===== src/rtl/bcg_pkg.sv =====
package bcg_pkg;
  typedef enum logic {WRAP_SEQ = 1'b0, WRAP_XOR = 1'b1} wrap_e;

  typedef struct packed {
    logic ok;
    logic page;
  } len_flags_t;
endpackage


===== src/rtl/bcg_len_decode.sv =====
module bcg_len_decode #(
  parameter int COL_W     = 9,
  parameter int CODE_W    = 3,
  parameter int MAX_LOG   = 3,
  parameter int PAGE_CODE = 7
) (
  input  logic [CODE_W-1:0]  code_i,
  input  bcg_pkg::wrap_e     wrap_i,
  output logic [COL_W-1:0]   mask_o,
  output bcg_pkg::len_flags_t flags_o
);
  localparam logic [CODE_W-1:0] PAGE_C = CODE_W'(PAGE_CODE);
  localparam logic [CODE_W-1:0] MAXL_C = CODE_W'(MAX_LOG);

  logic [COL_W:0] one_sh;

  always_comb begin
    one_sh       = '0;
    mask_o       = '0;
    flags_o.page = 1'b0;
    if (code_i == PAGE_C) begin
      mask_o       = '1;
      flags_o.page = 1'b1;
    end else if (code_i <= MAXL_C) begin
      one_sh = {{COL_W{1'b0}}, 1'b1} << code_i;
      mask_o = one_sh[COL_W-1:0] - 1'b1;
    end
    flags_o.ok = !(flags_o.page && (wrap_i == bcg_pkg::WRAP_XOR));
  end
endmodule


===== src/rtl/bcg_beat_ctr.sv =====
module bcg_beat_ctr #(
  parameter int COL_W = 9
) (
  input  logic             clk_i,
  input  logic             rst_i,
  input  logic             start_i,
  input  logic             stop_i,
  input  logic [COL_W-1:0] mask_i,
  input  logic             page_i,
  output logic [COL_W-1:0] cnt_nxt_o,
  output logic             adv_o,
  output logic             busy_q,
  output logic             last_q
);
  logic [COL_W-1:0] cnt_q;
  logic [COL_W-1:0] cnt_inc;

  assign cnt_inc   = cnt_q + 1'b1;
  assign cnt_nxt_o = start_i ? '0 : cnt_inc;
  assign adv_o     = start_i || (busy_q && !last_q && !stop_i);

  always_ff @(posedge clk_i) begin
    if (rst_i) begin
      cnt_q  <= '0;
      busy_q <= 1'b0;
      last_q <= 1'b0;
    end else if (start_i) begin
      cnt_q  <= '0;
      busy_q <= 1'b1;
      last_q <= !page_i && (mask_i == '0);
    end else if (stop_i) begin
      busy_q <= 1'b0;
      last_q <= 1'b0;
    end else if (busy_q) begin
      if (last_q) begin
        busy_q <= 1'b0;
        last_q <= 1'b0;
      end else begin
        cnt_q  <= cnt_inc;
        last_q <= !page_i && (cnt_inc == mask_i);
      end
    end
  end
endmodule


===== src/rtl/bcg_addr_form.sv =====
module bcg_addr_form #(
  parameter int COL_W = 9
) (
  input  logic [COL_W-1:0] base_i,
  input  logic [COL_W-1:0] beat_i,
  input  logic [COL_W-1:0] mask_i,
  input  bcg_pkg::wrap_e   wrap_i,
  output logic [COL_W-1:0] col_o
);
  logic [COL_W-1:0] off_sum;
  logic [COL_W-1:0] off_xor;
  logic [COL_W-1:0] off_sel;

  assign off_sum = base_i + beat_i;
  assign off_xor = base_i ^ beat_i;
  assign off_sel = (wrap_i == bcg_pkg::WRAP_XOR) ? off_xor : off_sum;

  for (genvar b = 0; b < COL_W; b++) begin : g_bit
    assign col_o[b] = mask_i[b] ? off_sel[b] : base_i[b];
  end
endmodule


===== src/rtl/burst_col_gen.sv =====
module burst_col_gen #(
  parameter int COL_W     = 9,
  parameter int CODE_W    = 3,
  parameter int MAX_LOG   = 3,
  parameter int PAGE_CODE = 7
) (
  input  logic              clk_i,
  input  logic              rst_i,
  input  logic              load_i,
  input  logic [COL_W-1:0]  start_col_i,
  input  logic [CODE_W-1:0] len_code_i,
  input  logic              ilv_i,
  input  logic              stop_i,
  output logic [COL_W-1:0]  col_o,
  output logic              busy_o,
  output logic              last_o
);
  import bcg_pkg::*;

  wrap_e            wrap_in;
  logic [COL_W-1:0] dec_mask;
  len_flags_t       dec_flags;
  logic             take;

  logic [COL_W-1:0] base_q, mask_q;
  wrap_e            wrap_q;
  logic             page_q;

  logic [COL_W-1:0] base_sel, mask_sel;
  wrap_e            wrap_sel;
  logic             page_sel;

  logic [COL_W-1:0] beat_nxt;
  logic             adv;
  logic [COL_W-1:0] col_nxt;

  assign wrap_in = wrap_e'(ilv_i);

  bcg_len_decode #(
    .COL_W(COL_W), .CODE_W(CODE_W), .MAX_LOG(MAX_LOG), .PAGE_CODE(PAGE_CODE)
  ) u_dec (
    .code_i (len_code_i),
    .wrap_i (wrap_in),
    .mask_o (dec_mask),
    .flags_o(dec_flags)
  );

  assign take = load_i && dec_flags.ok;

  always_ff @(posedge clk_i) begin
    if (rst_i) begin
      base_q <= '0;
      mask_q <= '0;
      wrap_q <= WRAP_SEQ;
      page_q <= 1'b0;
    end else if (take) begin
      base_q <= start_col_i;
      mask_q <= dec_mask;
      wrap_q <= wrap_in;
      page_q <= dec_flags.page;
    end
  end

  assign base_sel = take ? start_col_i    : base_q;
  assign mask_sel = take ? dec_mask       : mask_q;
  assign wrap_sel = take ? wrap_in        : wrap_q;
  assign page_sel = take ? dec_flags.page : page_q;

  bcg_beat_ctr #(.COL_W(COL_W)) u_ctr (
    .clk_i    (clk_i),
    .rst_i    (rst_i),
    .start_i  (take),
    .stop_i   (stop_i),
    .mask_i   (mask_sel),
    .page_i   (page_sel),
    .cnt_nxt_o(beat_nxt),
    .adv_o    (adv),
    .busy_q   (busy_o),
    .last_q   (last_o)
  );

  bcg_addr_form #(.COL_W(COL_W)) u_form (
    .base_i(base_sel),
    .beat_i(beat_nxt),
    .mask_i(mask_sel),
    .wrap_i(wrap_sel),
    .col_o (col_nxt)
  );

  always_ff @(posedge clk_i) begin
    if (rst_i) begin
      col_o <= '0;
    end else if (adv) begin
      col_o <= col_nxt;
    end
  end
endmodule


===== config.mk =====
export PLATFORM = sky130hd
export DESIGN_NAME = burst_col_gen
export DESIGN_NICKNAME = d
export VERILOG_FILES = /design/src/rtl/bcg_pkg.sv /design/src/rtl/bcg_len_decode.sv /design/src/rtl/bcg_beat_ctr.sv /design/src/rtl/bcg_addr_form.sv /design/src/rtl/burst_col_gen.sv
export SDC_FILE = /design/constraint.sdc
export NUM_CORES = 1
export LEC_CHECK = 0
export BUFFER_PORTS_ARGS = -buffer_cell sky130_fd_sc_hd__clkbuf_2
export CAP_MARGIN = 15
export CELL_PAD_IN_SITES_DETAIL_PLACEMENT = 1
export CELL_PAD_IN_SITES_GLOBAL_PLACEMENT = 2
export CORE_ASPECT_RATIO = 1.75
export CORE_UTILIZATION = 31
export CTS_CLUSTER_DIAMETER = 30
export DETAILED_ROUTE_END_ITERATION = 7
export PLACE_DENSITY_LB_ADDON = 0.08
export SYNTH_ARGS = -nofsm -noshare
export SYNTH_HDL_FRONTEND = slang
export SYNTH_SLANG_ARGS = --single-unit
export TNS_END_PERCENT = 1

===== constraint.sdc =====
create_clock -name clk_i -period 3.4 [get_ports clk_i]
set_input_delay 0.51 -clock clk_i [delete_from_list [all_inputs] [get_ports clk_i]]
set_output_delay 0.51 -clock clk_i [all_outputs]
set_load 0.02 [all_outputs]

-- Word level (Yosys, flattened, before mapping)
Cells that the tools add are included.
- register bits after elaboration: 40
- bits in latches: 0
- memory bits (writable): 0
- bits in read-only memories: 0
- bits of input ports: 17
- output and inout bits: 11
- word-level logic and storage cells: 59
- memories kept: 0
- add/subtract/negate cells: 3
- multiply operators: 0
- div/mod/pow operators: 0
- order comparisons: 1
- equality and inequality tests: 2
- shift operators: 1
- multiplexer cells: 26
- bitwise operators: 3
- reduce and logical (&&, ||, !) cells: 15
- operator list (kind ; number):
    $mux W9 ; 6
    $mux W1 ; 20
    $add A9 B1 Y9 const B ; 1
    $add A9 B9 Y9 ; 1
    $eq A9 B9 Y1 ; 1
    $logic_not A9 Y1 ; 1
    $shl A1 B3 Y9 const A ; 1
    $sub A9 B1 Y9 const B ; 1
    $xor A9 B9 Y9 ; 1
    $logic_and A1 B1 Y1 ; 6
    $logic_not A1 Y1 ; 4
    $eq A3 B3 Y1 const B ; 1
    $le A3 B2 Y1 const B ; 1
    $reduce_and A3 Y1 ; 1
    $reduce_bool A3 Y1 ; 1
    $not A1 Y1 ; 2
    $reduce_or A2 Y1 ; 1
    $logic_or A1 B1 Y1 ; 1

-- Logic depth before layout (Yosys ltp)
- depth after elaboration: 12
- gate-level depth with buffers: 16
- mapped depth without buffers: 13

-- Cells and area by module
From an unflattened synthesis, not the netlist that was laid out.
- cells, all modules: 340
- area total of the unflattened synthesis: 2870.3 µm²
- by module, submodules not included (module ; times used ; cells an instance ; area each (µm²)):
    burst_col_gen ; 1 ; 142 ; 1360.1
    bcg_beat_ctr ; 1 ; 114 ; 887.1
    bcg_addr_form ; 1 ; 67 ; 505.5
    bcg_len_decode ; 1 ; 17 ; 117.6

-- Worst setup path before layout
Ideal clock, no wire load.
- path type: input to register
- start point: input len_code_i[2]
- end point: register col_o[8]
- data arrival time: 3183 ps
- required time: 3337 ps
- setup slack: 154 ps
- stages on the path: 16
- path through: buf_4 -> nand4_1 -> and2_1 -> buf_2 -> clkbuf_1 -> nand2_1 -> nand2_1 -> ha_1 -> inv_1 -> fa_1 -> nor2b_1 -> o2111a_1 -> o32ai_1 -> or3b_1 -> a211o_1 -> nand3_1
- word-level cells in the longest chain between the ends: 9
- elaborated cells between the ends (all ways): 19
- ends and longest elaborated chain (element ; RTL line ; RTL):
    start, declared ; burst_col_gen.sv:11 ; input logic [CODE_W-1:0] len_code_i,
    $eq A3 B3 Y1 ; bcg_len_decode.sv:21 ; if (code_i == PAGE_C) begin
    $mux W1 ; bcg_len_decode.sv:21 ;
    $logic_and A1 B1 Y1 ; bcg_len_decode.sv:28 ; flags_o.ok = !(flags_o.page && (wrap_i == bcg_pkg::WRAP_XOR));
    $logic_not A1 Y1 ; bcg_len_decode.sv:28 ;
    $logic_and A1 B1 Y1 ; burst_col_gen.sv:48 ; assign take = load_i && dec_flags.ok;
    $mux W9 ; n/a ;
    via base_sel[0] ; burst_col_gen.sv:29 ; logic [COL_W-1:0] base_sel, mask_sel;
    $add A9 B9 Y9 ; bcg_addr_form.sv:14 ; assign off_sum = base_i + beat_i;
    $mux W9 ; bcg_addr_form.sv:16 ; assign off_sel = (wrap_i == bcg_pkg::WRAP_XOR) ? off_xor : off_sum;
    $mux W1 ; bcg_addr_form.sv:19 ; assign col_o[b] = mask_i[b] ? off_sel[b] : base_i[b];
    end signal, assigned ; burst_col_gen.sv:94 ; col_o <= col_nxt;
    end, declared ; burst_col_gen.sv:14 ; output logic [COL_W-1:0] col_o,
The timed path passes the listed nets, and every way through them passes these cells.
A chain may end at the register's enable or synchronous reset.

-- Worst setup path in the final report
- start point: register u_ctr.cnt_q[0]
- end point: register col_o[8]
- word-level cells in the longest chain between the ends: 5
- elaborated cells between the ends (all ways): 6
- ends and longest elaborated chain (element ; RTL line ; RTL):
    start, declared ; bcg_beat_ctr.sv:15 ; logic [COL_W-1:0] cnt_q;
    start signal, assigned ; bcg_beat_ctr.sv:39 ; cnt_q <= cnt_inc;
    $add A9 B1 Y9 (*) ; bcg_beat_ctr.sv:18 ; assign cnt_inc = cnt_q + 1'b1;
    $mux W9 (*) ; bcg_beat_ctr.sv:19 ; assign cnt_nxt_o = start_i ? '0 : cnt_inc;
    $add A9 B9 Y9 / $xor A9 B9 Y9 (equally long branches) ; bcg_addr_form.sv:14, bcg_addr_form.sv:15 ;
    $mux W9 (*) ; bcg_addr_form.sv:16 ;
    $mux W1 (*) ; bcg_addr_form.sv:19 ;
Mark *: on every way between the ends. The rest lies on a longest branch, timed or not.

==> results.txt <==
The net count after synthesis is 329. The clock latency at the later pin of the worst-skew pair came out at 280 ps. The total overflow reported by the global router is 0.

The minimum clock period after layout is 3230 ps. The die width came out at 68.7 um. The total global-route track usage is 0.199. The via count of the first global-routing pass came out at 2337. The static power due to leakage is 1.26 nW. The final setup violation count is 0.

The maximum net fanout on the critical path is 6. The worst max-slew margin expressed relative to the limit is 0.509. The warning count from the yosys run came out at 0. At the end of routability-driven placement, the weighted congestion stood at 0.828.

The cell area after technology mapping is 2410 um2. The actual transition at the worst max-transition pin is 734 ps. The routed layout has 2251 vias. The combinational power share is 0.182. The power density relative to cell area came out at 428 nW/um2. Of the total power, the share spent switching nets is 0.273. The register bit total from synthesis came out at 40. STA puts the critical path data required time at 3630 ps. Once the clock tree was built, the setup fixing pass inserted 0 buffers. The wire length of the first global-routing pass is 11600 um.

By count the netlist is led by 40 x sky130_fd_sc_hd__dfxtp_1, 38 x sky130_fd_sc_hd__nor2_1, 35 x sky130_fd_sc_hd__nand2_1, 15 x sky130_fd_sc_hd__a21oi_1. Dividing the detail-routed wire length by the instance count gives 17.3 um. The number of buffers on the longest clock path is 2. The number of antenna violations at the first check in global routing came out at 0. sky130_fd_sc_hd__dfxtp_1 takes more of the synthesized area than any other cell. The initial detailed-routing violation count came out at 54. The number of antenna-violating nets in the routed design is 0. The area growth from synthesis to layout came out at 18.4%. TritonCTS built the clock tree. The deepest level of the CTS H-tree is 2. The count of final max-slew check failures is 0. Internal power comes to 0.000888 W. The net switching power figure is 0.000334 W. The cell count after synthesis came out at 301. The floorplan die height is 119 um. The number of top-level pins came out at 28. The routed design has 7320 um of wire.

After synthesis, the cell types taking the most area are sky130_fd_sc_hd__dfxtp_1 33%, sky130_fd_sc_hd__nor2_1 5.9%, sky130_fd_sc_hd__nand2_1 5.4%. The number of buffers inserted for hold repair after clock tree synthesis is 0. In this run, post-CTS repair resized a total of 0 instances. The total of max-cap violations came out at 0.

The worst-case vdd ir drop came out at 0.288 mV. The worst setup path is launched from a flip-flop. The final net count is 364. The count of flip-flops with a built-in enable after synthesis is 0. The run finished with clean final reports. In this run, CTS created clock tree buffers numbering 5. The worst clock skew on the final layout is 3.92 ps. The async set-reset flop share out of synthesis came out at 0. Setup repair after global routing left no endpoint under its margin. Before antenna repair, the detailed router went through 4 iterations. The pin count of the biggest net entering global routing is 26. The sequential cell area fraction in the yosys report came out at 0.332. The port buffer count is 27.

The clock power share is 0.403. The hold violation total from the final report came out at 0. The class of the worst hold path is flip-flop to flip-flop. The area enclosed by the die boundary is 8150 um2. sky130_fd_sc_hd__dfxtp_1 is the most common cell in the netlist. The main flop type after synthesis is sky130_fd_sc_hd__dfxtp_1. The area share of the largest cell type after synthesis came out at 0.332. The starting density of the core came out at 0.319. The number of diodes added for antenna fixing is 0. The per-cell via count in the routed design is 5.31. In the routed design, unresolved DRC markers number 0. Of the available clock period, the critical path in the final layout requires 0.951. The cell row count is 42. The number of distinct library cells after synthesis is 49. The worst setup path is of the flip-flop to flip-flop kind. The final core utilization is 0.377.

Setup total negative slack on the finished layout was measured at 0 ps. After clock tree synthesis, the clock-pin slew on the worst setup and hold paths is 60 ps. The worst setup path is captured at a flip-flop. The core outline area came out at 7570 um2. The final HPWL from detailed placement is 5800 um.

The sequential power share is 0.415. Dividing the synthesized area by the synthesized cell count gives 8.01 um2. Static timing analysis puts the maximum clock frequency at 309 MHz.

Of the cells placed in the final design, the portion with a size suffix greater than 1 is 0.170. The arrival time reported for the critical path endpoint came out at 3460 ps. In this run the clock root is driven by a sky130_fd_sc_hd__clkbuf_16. The TritonCTS sink count is 40.
## placed cells by master, fill, tap and decap left out, drive strengths merged, types with 5 or more instances in the layout
| cell type | instances |
|---|---|
| a21oi | 16 |
| buf | 14 |
| clkbuf | 34 |
| dfxtp | 40 |
| ha | 10 |
| inv | 11 |
| mux2i | 9 |
| nand2 | 35 |
| nand2b | 5 |
| nand3 | 9 |
| nor2 | 38 |
| nor2b | 5 |
| nor3 | 6 |
| o211ai | 7 |
| o21ai | 16 |
| or2 | 6 |
| xnor2 | 10 |
| xor2 | 13 |
## layout make-up
class,instances,area (um2)
Sequential cell,40,801
Multi-Input combinational cell,237,1510
Tap cell,88,110
Fill cell,933,4710
Clock buffer,7,153
Inverter,11,41.3
Timing Repair Buffer,41,240
## worst paths after layout
kind	startpoint	end	slack, ps	cells past startpoint
worst max-delay path	u_ctr.cnt_q[0]$_SDFFE_PP0P_	col_o[8]$_SDFFE_PP0P_	170	11
worst min-delay path	col_o[6]$_SDFFE_PP0P_	col_o[6]$_SDFFE_PP0P_	450	2
worst max register to register	u_ctr.cnt_q[0]$_SDFFE_PP0P_	col_o[8]$_SDFFE_PP0P_	170	11
worst min register to register	col_o[6]$_SDFFE_PP0P_	col_o[6]$_SDFFE_PP0P_	450	2
## cell families (layout without fill, tap and decap cells)
kind of cell | Yosys count | in the layout | share of synthesized area
simple gates | 129 | 129 | 0.263
compound gates | 65 | 65 | 0.182
flops | 40 | 40 | 0.332
buf+inv | 24 | 59 | 0.0415
xor+xnor | 23 | 23 | 0.0835
fa+ha+maj | 11 | 11 | 0.0602
mux | 9 | 9 | 0.0373
## sequential cells by signal (all words and copies together) (netlist names)
register and count:
base_q 9, col_o 9, mask_q 9, page_q 1, u_ctr.busy_q 1, u_ctr.cnt_q 9
u_ctr.last_q 1, wrap_q 1
## routing by layer
layer,wire length [um],vias up,track usage
li1,-,1126,-
met1,2880,1092,0.199
met2,4080,21,0.371
met3,128,12,0.0319
met4,229,0,0.0964
met5,0,-,0
## through the flow
stage | hold slack, ps | setup WS [ps] | std cells | total power (W) | instance area, um2
floorplan | 472 | 154 | 301 | 0.000659 | 2410
detailed placement | 445 | 55.4 | 417 | 0.000744 | 2700
CTS | 453 | 170 | 424 | 0.00125 | 2860
finish | 452 | 168 | 424 | 0.00122 | 2860
global placement | 440 | 128 | 417 | 0.000742 | 2700
global route | 489 | 0.505 | 424 | 0.00128 | 2860
## worst max-delay path, stage by stage, from the launching register on
cell,delay (ps)
sky130_fd_sc_hd__dfxtp_1,500
sky130_fd_sc_hd__ha_1,280
sky130_fd_sc_hd__nand3_1,220
sky130_fd_sc_hd__xnor2_1,500
sky130_fd_sc_hd__and2_1,200
sky130_fd_sc_hd__ha_1,280
sky130_fd_sc_hd__nand3_1,120
sky130_fd_sc_hd__nand2_1,70
sky130_fd_sc_hd__o32ai_1,510
sky130_fd_sc_hd__o21bai_1,140
sky130_fd_sc_hd__a211o_1,270
sky130_fd_sc_hd__nand3_1,80
## power groups by stage
stage	combinational (W)	sequential (W)	clock, W
2_1_floorplan	0.000131	0.000528	0
3_3_place_gp	0.000225	0.000517	0
3_5_place_dp	0.000226	0.000518	0
4_1_cts	0.000227	0.000508	0.000514
5_1_grt	0.000247	0.000511	0.000526
6_report	0.000222	0.000507	0.000493
(Power assumes the default switching activity.)
